`src/rtl/hrs_pkg.sv`:
```
package hrs_pkg;
  localparam int unsigned CORE_N = 3;

  typedef logic [CORE_N-1:0] carry_t;

  function automatic logic majority_bit(input logic [CORE_N-1:0] votes);
    int unsigned ones;
    ones = 0;
    for (int k = 0; k < CORE_N; k++) ones += votes[k];
    return (ones > (CORE_N / 2));
  endfunction
endpackage

```
`src/rtl/hrs_cell.sv`:
```
module hrs_cell
  import hrs_pkg::*;
(
  input  logic   healthy,
  input  carry_t carry_in,
  output carry_t carry_out,
  output carry_t sel
);
  // one-hot count of healthy copies to the left; all-zero means saturated
  always_comb begin
    sel       = healthy ? carry_in : '0;
    carry_out = healthy ? {carry_in[CORE_N-2:0], 1'b0} : carry_in;
  end
endmodule

```
`src/rtl/hrs_chain.sv`:
```
module hrs_chain
  import hrs_pkg::*;
#(
  parameter int unsigned NUM_MOD = 5
) (
  input  logic [NUM_MOD-1:0]             healthy,
  output logic [NUM_MOD-1:0][CORE_N-1:0] sel,
  output logic                           saturated
);
  carry_t link [NUM_MOD+1];

  assign link[0] = carry_t'(1);

  for (genvar i = 0; i < NUM_MOD; i++) begin : g_cell
    hrs_cell u_cell (
      .healthy  (healthy[i]),
      .carry_in (link[i]),
      .carry_out(link[i+1]),
      .sel      (sel[i])
    );
  end

  assign saturated = (link[NUM_MOD] == '0);
endmodule

```
`src/rtl/hrs_vote.sv`:
```
module hrs_vote
  import hrs_pkg::*;
#(
  parameter int unsigned NUM_MOD = 5,
  parameter int unsigned DATA_W  = 8
) (
  input  logic [NUM_MOD-1:0][DATA_W-1:0] words,
  input  logic [NUM_MOD-1:0][CORE_N-1:0] sel,
  output logic [DATA_W-1:0]              voted
);
  logic [CORE_N-1:0][DATA_W-1:0] pos_word;

  // AND/OR interconnection: each voter position gathers its selected copy
  always_comb begin
    for (int j = 0; j < CORE_N; j++) begin
      pos_word[j] = '0;
      for (int i = 0; i < NUM_MOD; i++)
        pos_word[j] = pos_word[j] | (words[i] & {DATA_W{sel[i][j]}});
    end
  end

  for (genvar b = 0; b < DATA_W; b++) begin : g_bit
    logic [CORE_N-1:0] column;
    always_comb begin
      for (int j = 0; j < CORE_N; j++) column[j] = pos_word[j][b];
    end
    assign voted[b] = majority_bit(column);
  end
endmodule

```
`src/rtl/hrs_condition.sv`:
```
module hrs_condition #(
  parameter int unsigned NUM_MOD = 5,
  parameter int unsigned DATA_W  = 8
) (
  input  logic                           clk,
  input  logic                           rst_n,
  input  logic                           accept,
  input  logic [NUM_MOD-1:0][DATA_W-1:0] words,
  input  logic [DATA_W-1:0]              voted,
  output logic [NUM_MOD-1:0]             healthy
);
  logic [NUM_MOD-1:0] mismatch;

  for (genvar i = 0; i < NUM_MOD; i++) begin : g_cmp
    assign mismatch[i] = |(words[i] ^ voted);
  end

  always_ff @(posedge clk or negedge rst_n) begin
    if (!rst_n)      healthy <= '1;
    else if (accept) healthy <= healthy & ~mismatch;
  end
endmodule

```
`src/rtl/hybrid_spare_switch.sv`:
```
module hybrid_spare_switch
  import hrs_pkg::*;
#(
  parameter int unsigned NUM_MOD = 5,
  parameter int unsigned DATA_W  = 8
) (
  input  logic                        clk,
  input  logic                        rst_n,
  input  logic                        in_valid,
  output logic                        in_ready,
  input  logic [NUM_MOD*DATA_W-1:0]   mod_data,
  output logic                        out_valid,
  input  logic                        out_ready,
  output logic [DATA_W-1:0]           out_data,
  output logic [NUM_MOD-1:0]          health,
  output logic                        sys_fail
);
  localparam int unsigned SPARES = NUM_MOD - CORE_N;

  logic [NUM_MOD-1:0][DATA_W-1:0] words;
  logic [NUM_MOD-1:0][CORE_N-1:0] sel;
  logic                           saturated;
  logic                           accept;

  for (genvar i = 0; i < NUM_MOD; i++) begin : g_unpack
    assign words[i] = mod_data[i*DATA_W +: DATA_W];
  end

  assign out_valid = in_valid;
  assign in_ready  = out_ready;
  assign accept    = in_valid & out_ready;

  hrs_chain #(.NUM_MOD(NUM_MOD)) u_chain (
    .healthy  (health),
    .sel      (sel),
    .saturated(saturated)
  );

  hrs_vote #(.NUM_MOD(NUM_MOD), .DATA_W(DATA_W)) u_vote (
    .words(words),
    .sel  (sel),
    .voted(out_data)
  );

  hrs_condition #(.NUM_MOD(NUM_MOD), .DATA_W(DATA_W)) u_cond (
    .clk    (clk),
    .rst_n  (rst_n),
    .accept (accept),
    .words  (words),
    .voted  (out_data),
    .healthy(health)
  );

  assign sys_fail = (SPARES >= 0) ? ~saturated : 1'b1;
endmodule

```
`config.mk`:
```
export PLATFORM = sky130hd
export DESIGN_NAME = hybrid_spare_switch
export DESIGN_NICKNAME = d
export VERILOG_FILES = /design/src/rtl/hrs_pkg.sv /design/src/rtl/hrs_cell.sv /design/src/rtl/hrs_chain.sv /design/src/rtl/hrs_vote.sv /design/src/rtl/hrs_condition.sv /design/src/rtl/hybrid_spare_switch.sv
export SDC_FILE = /design/constraint.sdc
export NUM_CORES = 1
export LEC_CHECK = 0
export CORE_MARGIN = 5
export CORE_UTILIZATION = 50
export CTS_CLUSTER_DIAMETER = 100
export DETAILED_ROUTE_END_ITERATION = 8
export GPL_TIMING_DRIVEN = 0
export HOLD_SLACK_MARGIN = 0.1
export MAX_ROUTING_LAYER = met4
export PLACE_DENSITY = 0.89
export REMOVE_ABC_BUFFERS = 1
export SYNTH_ARGS = -nofsm -noshare
export SYNTH_HDL_FRONTEND = slang
export SYNTH_SLANG_ARGS = --single-unit
```
`constraint.sdc`:
```
create_clock -name clk -period 10.8 [get_ports clk]
set_input_delay 1.08 -clock clk [delete_from_list [all_inputs] [get_ports clk]]
set_output_delay 1.08 -clock clk [all_outputs]
set_load 0.03 [all_outputs]
```
==> results by group, run 1 <==
STA
  – Relative slew slack: roughly 17%
  – Fin Clk Skew: approximately 0.0031 ns
  – Fin Setup TNS: 0 ns
  – Crit path time final: 5.95 ns
  – Final setup fails: 0
  – Slew Viols, Final: 0
  – Worst-margin pin slew: approximately 1.2 ns
  – Part of the cycle the worst path needs: a little under three fifths
  – Fmax: 0.168 GHz
  – RSZ-0062 raised after global routing: no
  – Post-route worst setup slack: about 4.8 ns
  – Fin. Hold Viols: 0
  – Worst hold slack: 0.527 ns

Clock tree
  – Number of buffers created by CTS: 3
  – Clk pin slew, worst setup/hold paths: roughly 0.04 ns
  – CTS root buf: clkbuf_8
  – Clk_lat worst skew: approximately 0.22 ns
  – PostCTS Resize Cnt: 0
  – CTS max path bufs: 2
  – Post-CTS Hold Fix Bufs: 0
  – CTS tree: yes
  – Setup Fix Bufs, Post-CTS: 0
  – H-tree Lvls: 1
  – CTS Sinks: 5

Logic synthesis
  – Dominant cells by area after synthesis: nand2_1 (7.6%), a222oi_1 (5.7%), ha_1 (4.9%)
  – Synthesized area: 0.00282 mm²
  – Post-synth cell types: 63
  – Seq/Total Area, Yosys: under 10%
  – Main flop type after synthesis: dfstp_2
  – Gate Count Post-Synth: 412
  – Top-area cell type share of the netlist area: around 7.6%
  – Synth Warn #: 0
  – Post-synth ARST share: 100%
  – FF+latch count, synth: 5
  – Syn_area_per_cell: a little under 7 µm²
  – EDFF count, synth: 0
  – Biggest area consumer among synthesized cells: nand2_1

Placed design
  – Detailed Place HPWL: 9320 µm
  – Pre-CTS setup slack: 5.25 ns
  – Gpl congestion: 1.06
  – Port bufs: 59

Finish
  – Ant. Diodes: 0
  – Post-layout util: 60.2%
  – Number of fill cells: 528
  – Most common cell after layout, fill and taps aside: clkdlybuf4s50_1
  – Max FFs per register: 5
  – Top Registers: u_cond.healthy x5
  – Layout cell share with drive strength beyond 1: between 5 and 6%
  – Layout area overhead: 17.0%
  – Commonest cells after routing, fill and taps aside: clkdlybuf4s50_1 (59), nand2_1 (57), nand3_1 (24)
  – Top reg by flops: u_cond.healthy
  – Nets: about 480

Global route
  – Largest net degree at the start of global routing: 34
  – First-pass GRT wire length: ~20000 µm
  – Via count of the first global-routing pass: 3636
  – GRT overflow: 0
  – Total GRT Usage: about 35%
  – Initial antenna violation count: 0

Pwr
  – IR drop worst, VDD: a little over 0.05 mV
  – Tot Pwr: roughly 0.00010 W
  – Power Density: around 31 mW/mm²
  – Leak: 1.07 nW

Detailed routing
  – Initial DRC count: around 650
  – Pre-Repair DR Iteration Count: 8
  – Final WL: 12800 µm
  – Wire per inst: approximately 26 µm
  – Drt via density: around 7.6
  – Drc violations: 0
  – Post-route ant nets: 0
  – Via Count: 3784

Run status
  – Status: completed

Die
  – Initial Util: 51.4%
  – Row cnt: 27
  – Die area: just over 0.007 mm²
  – Die H: ~85 µm
  – Total core area: between 0.005 and 0.006 mm²
  – Chip width: approximately 85 µm
  – I/O pin total: 60

Setup path
  – Crit Path Class: register to primary output
  – CP Max Fanout: 16
  – Worst Setup SP: u_cond.healthy[0]
  – Worst endpoint required time: slightly below 10 ns
  – CP startpoint kind: register
  – Setup slack, reg-to-reg: 5.47 ns
  – CP endpoint kind: primary output
  – Reg2reg start: u_cond.healthy[0]
  – Arr. time, crit path: 4.87 ns

Job
  – Max_cap viols: 0

Hold path
  – Hold path startpoint: u_cond.healthy[1]
  – Hold/Removal Path Class: register to register
==> cell type report <==
cell class / instances / area (µm²) / share of cell area [%]
repair buffers: 59 / 591 / 17.9
clock buffers: 4 / 45.0 / 1.37
inverters: 20 / 75.1 / 2.28
flip-flops and latches: 5 / 131 / 3.99
well taps: 72 / 90.1 / 2.73
multi-input cells: 340 / 2360 / 71.7
==> stage by stage <==
step / instances / cell area [µm²]
3_5_place_dp: 496 / 3250
3_3_place_gp: 496 / 3250
4_1_cts: 500 / 3290
5_1_grt: 500 / 3290
6_report: 500 / 3290
2_1_floorplan: 365 / 2570
==> routing by layer <==
metal / wire, µm / GRT usage [%] / share of wire, %
met2: 5570 / 53.4 / 44
met1: 4780 / 45.2 / 37
met4: 642 / 17.0 / 5.0
met3: 1760 / 6.89 / 14
met5: 0 / - / 0
==> synthesized netlist by cell type, types with 7 or more instances <==
master and number:
nor3b_1 13, nor2_1 22, a32oi_1 8, o2111ai_1 11, clkbuf_1 22, a32o_1 7, o22ai_1 7, nand3_1 24
nor2b_1 9, o21ai_0 13, a2111oi_0 7, a21oi_1 9, inv_1 20, nand4b_1 7, buf_4 10, buf_2 8
nor3_1 11, ha_1 11, nand2_1 57, a22o_1 7, nand2b_1 20, a222oi_1 16
==> final timing paths <==
check                           cells past startpoint           endpoint
worst max-delay path                               10        out_data[1]
worst min-delay path                                2  u_cond.healthy[1]
worst max register to register                     13  u_cond.healthy[0]
worst min register to register                      2  u_cond.healthy[1]
max in group asynchronous                           1  u_cond.healthy[3]
min in group asynchronous                           1  u_cond.healthy[4]
==> cell families (layout without fill, tap and decap cells) <==
| kind of cell | Yosys count | in the layout | synth area share (%) |
|---|---|---|---|
| xor+xnor | 5 | 5 | 1.56 |
| flops | 5 | 5 | 4.67 |
| fa+ha+maj | 11 | 11 | 4.89 |
| mux | 2 | 2 | 1.60 |
| simple gates | 187 | 187 | 35.8 |
| compound gates | 135 | 135 | 40.1 |
| buf+inv | 67 | 83 | 11.4 |
==> where the power goes <==
part / internal (W) / total [W] / switching [W]
registers: 0.0000189 / 0.0000189 / 0.000000000000190
clock network: 0.0000253 / 0.0000343 / 0.00000896
logic: 0.0000229 / 0.0000494 / 0.0000265
==> worst max-delay path, cell delays in order (launching register included) <==
cell             delay, ns
dfstp_2               0.67
inv_1                 0.11
ha_1                  0.82
mux2i_4               0.24
a211oi_1              1.07
nand2_1               0.14
nand2_1               0.11
ha_1                  0.27
o21ai_1               0.33
or2b_1                0.28
clkdlybuf4s50_1       0.60
Power figures use the tool's default switching activity.
==> inputs of run 2 (changes only) <==
--- a/config.mk
+++ b/config.mk
@@ -6,7 +6,7 @@
 export NUM_CORES = 1
 export LEC_CHECK = 0
 export CORE_MARGIN = 5
-export CORE_UTILIZATION = 50
+export CORE_UTILIZATION = 48
 export CTS_CLUSTER_DIAMETER = 100
 export DETAILED_ROUTE_END_ITERATION = 8
 export GPL_TIMING_DRIVEN = 0
==> constraint.sdc (replaced) <==
create_clock -name clk -period 5.16 [get_ports clk]
set_input_delay 0.516 -clock clk [delete_from_list [all_inputs] [get_ports clk]]
set_output_delay 0.516 -clock clk [all_outputs]
set_load 0.03 [all_outputs]
==> run 2 against run 1 <==
  * Clock skew barely moved
  * Setup slack got worse by 4.6 ns
  * Via count rose by 0.13%
==> results by group, run 2 (synthesized netlist as in run 1, its figures left out) <==
Run status
  – Status: completed (unchanged)

STA
  – RSZ-0062 raised after global routing: no (unchanged)
  – Fmax: between 0.2 and 0.25 GHz
  – Fin. Hold Viols: 0 (unchanged)
  – Part of the cycle the worst path needs: 95.9%
  – Relative slew slack: 23.5% (was 17.0%)
  – Fin Setup TNS: 0 ns (unchanged)
  – Crit path time final: 4.95 ns
  – Worst-margin pin slew: 1.15 ns (was 1.24 ns)
  – Fin Clk Skew: 0.00280 ns (was 0.00311 ns)
  – Final setup fails: 0 (unchanged)
  – Slew Viols, Final: 0 (unchanged)

Global route
  – Initial antenna violation count: 0 (unchanged)
  – GRT overflow: 0 (unchanged)
  – Total GRT Usage: 35.0% (was 35.5%)
  – Via count of the first global-routing pass: 3491 (was 3636)
  – First-pass GRT wire length: 20100 µm (about the same)
  – Largest net degree at the start of global routing: 34 (unchanged)

Detailed routing
  – Drt via density: 7.58 (was 7.57)
  – Pre-Repair DR Iteration Count: 9 (was 8)
  – Final WL: 12900 µm (was 12800 µm)
  – Initial DRC count: 595 (was 654)
  – Drc violations: 0 (unchanged)
  – Via Count: 3789 (was 3784)
  – Post-route ant nets: 0 (unchanged)
  – Wire per inst: 25.8 µm (was 25.5 µm)

Clock tree
  – CTS root buf: clkbuf_8 (unchanged)
  – CTS tree: yes (unchanged)
  – CTS max path bufs: 2 (unchanged)
  – PostCTS Resize Cnt: 0 (unchanged)
  – Setup Fix Bufs, Post-CTS: 0 (unchanged)
  – Post-CTS Hold Fix Bufs: 0 (unchanged)
  – CTS Sinks: 5 (unchanged)
  – H-tree Lvls: 1 (unchanged)
  – Clk pin slew, worst setup/hold paths: 0.03 ns (was 0.04 ns)
  – Number of buffers created by CTS: 3 (unchanged)
  – Clk_lat worst skew: 0.22 ns (about the same)

Die
  – Row cnt: 27 (unchanged)
  – Chip width: 86.6 µm (was 85.0 µm)
  – Die area: 0.00750 mm² (was 0.00723 mm²)
  – I/O pin total: 60 (unchanged)
  – Total core area: 0.00561 mm² (was 0.00547 mm²)
  – Die H: 86.6 µm (was 85.0 µm)
  – Initial Util: 50.2% (was 51.4%)

Finish
  – Most common cell after layout, fill and taps aside: clkdlybuf4s50_1 (unchanged)
  – Top Registers: u_cond.healthy x5 (unchanged)
  – Top reg by flops: u_cond.healthy (unchanged)
  – Final Cell Area: 0.00330 mm² (was 0.00329 mm²)
  – Nets: 484 (unchanged)
  – Commonest cells after routing, fill and taps aside: clkdlybuf4s50_1 (59), nand2_1 (57), nand3_1 (24) (unchanged)
  – Max FFs per register: 5 (unchanged)
  – Layout area overhead: 17.2% (was 17.0%)
  – Ant. Diodes: 0 (unchanged)
  – Layout cell share with drive strength beyond 1: 5.61% (was 5.37%)

Pwr
  – Switching share of total power: 34.2% (was 34.5%)
  – Int Pwr: 0.000140 W (was 0.0000671 W)
  – Clock share of power: 32.8% (was 33.4%)
  – Leak: 1.07 nW (about the same)
  – Power Density: 64.7 mW/mm² (was 31.1 mW/mm²)
  – IR drop worst, VDD: 0.112 mV (was 0.0510 mV)
  – P_sw: 0.0000730 W (was 0.0000354 W)
  – Flop pwr share: 18.6% (was 18.4%)
  – Tot Pwr: 0.000213 W (was 0.000103 W)
  – Logic pwr share: 48.6% (was 48.1%)

Setup path
  – CP startpoint kind: register (unchanged)
  – Crit Path Class: register to primary output (unchanged)
  – Worst endpoint required time: 4.64 ns (was 9.72 ns)
  – Arr. time, crit path: 4.43 ns (was 4.87 ns)
  – CP endpoint kind: primary output (unchanged)
  – CP Max Fanout: 27 (was 16)

Hold path
  – Hold/Removal Path Class: register to register (unchanged)

Placed design
  – Gpl congestion: 1.04 (was 1.06)
  – Port bufs: 59 (unchanged)
  – Cell area after placement: 0.00325 mm² (unchanged)
  – Detailed Place HPWL: 9710 µm (was 9320 µm)

Job
  – Max_cap viols: 0 (unchanged)
run 2: cell types whose count changed in the layout (fill, tap and decap cells not counted):
cell / previous run / this run
a211oi_2: 3 / 4
a211oi_1: 4 / 3
run 2: path summary, 6_finish.rpt:
check                                  startpoint                end  slack, ns  cells after the start
worst min-delay path            u_cond.healthy[1]  u_cond.healthy[1]       0.56                      2
worst min register to register  u_cond.healthy[1]  u_cond.healthy[1]       0.56                      2
worst max register to register  u_cond.healthy[0]  u_cond.healthy[2]       0.39                     13
min in group asynchronous                   rst_n  u_cond.healthy[4]       0.76                      1
max in group asynchronous                   rst_n  u_cond.healthy[3]       4.38                      1
worst max-delay path            u_cond.healthy[0]        out_data[7]       0.21                      9
run 2: power by group through the flow:
stage / Clock (W) / Combinational [W] / Sequential (W)
after floorplan: 0 / 0.0000250 / 0.0000400
after global placement: 0 / 0.0000993 / 0.0000400
after detailed placement: 0 / 0.0000992 / 0.0000400
after CTS: 0.0000709 / 0.0000998 / 0.0000396
after global routing: 0.0000749 / 0.000107 / 0.0000396
final: 0.0000700 / 0.000104 / 0.0000396
run 2: routing by layer:
layer  routed length [µm]  GRT usage, %
met1                 5020          45.7
met2                 5690          54.1
met3                 1650          5.32
met4                  566          13.3
met5                    0             -
run 2: final cells by class:
| class | count | area (µm²) |
|---|---|---|
| sequential | 5 | 131 |
| timing repair buffer | 59 | 591 |
| multi-input combinational | 340 | 2370 |
| tap | 72 | 90.1 |
| inverter | 20 | 75.1 |
| clock buffer | 4 | 45.0 |
| fill | 516 | 2310 |
run 2: critical path: stages, from the launching register on:
cell,delay (ns)
dfstp_2,0.70
ha_1,0.98
mux2i_4,0.25
o22ai_4,0.53
a21o_1,0.21
ha_1,0.17
a21oi_1,0.06
o21ai_1,0.16
o32a_1,0.38
clkdlybuf4s50_1,0.74
run 2: stage by stage:
step	cells	worst slack [ns]	hold slack (ns)	utilization (%)
floorplan	365	1.40	0.368	-
global placement	496	0.220	0.537	57.9
detailed placement	496	0.289	0.548	57.9
CTS	500	0.153	0.553	58.7
global route	500	0.0486	0.587	58.8
finish	500	0.212	0.559	58.8
==> inputs of run 3 (changes only) <==
--- a/config.mk
+++ b/config.mk
@@ -6,7 +6,7 @@
 export NUM_CORES = 1
 export LEC_CHECK = 0
 export CORE_MARGIN = 5
-export CORE_UTILIZATION = 48
+export CORE_UTILIZATION = 50
 export CTS_CLUSTER_DIAMETER = 100
 export DETAILED_ROUTE_END_ITERATION = 8
 export GPL_TIMING_DRIVEN = 0
==> constraint.sdc (replaced) <==
create_clock -name clk -period 5.8 [get_ports clk]
set_input_delay 0.58 -clock clk [delete_from_list [all_inputs] [get_ports clk]]
set_output_delay 0.58 -clock clk [all_outputs]
set_load 0.03 [all_outputs]
==> results of run 3 <==
The final DEF is identical to that of run 1. Status: completed.
Among the figures that moved: setup slack after placement 5.25 ns -> 0.735 ns; setup slack after layout 4.85 ns -> 0.349 ns; register-to-register setup slack 5.47 ns -> 0.47 ns; total power 0.000103 W -> 0.000191 W; worst IR drop on VDD 0.0510 mV -> 0.0950 mV
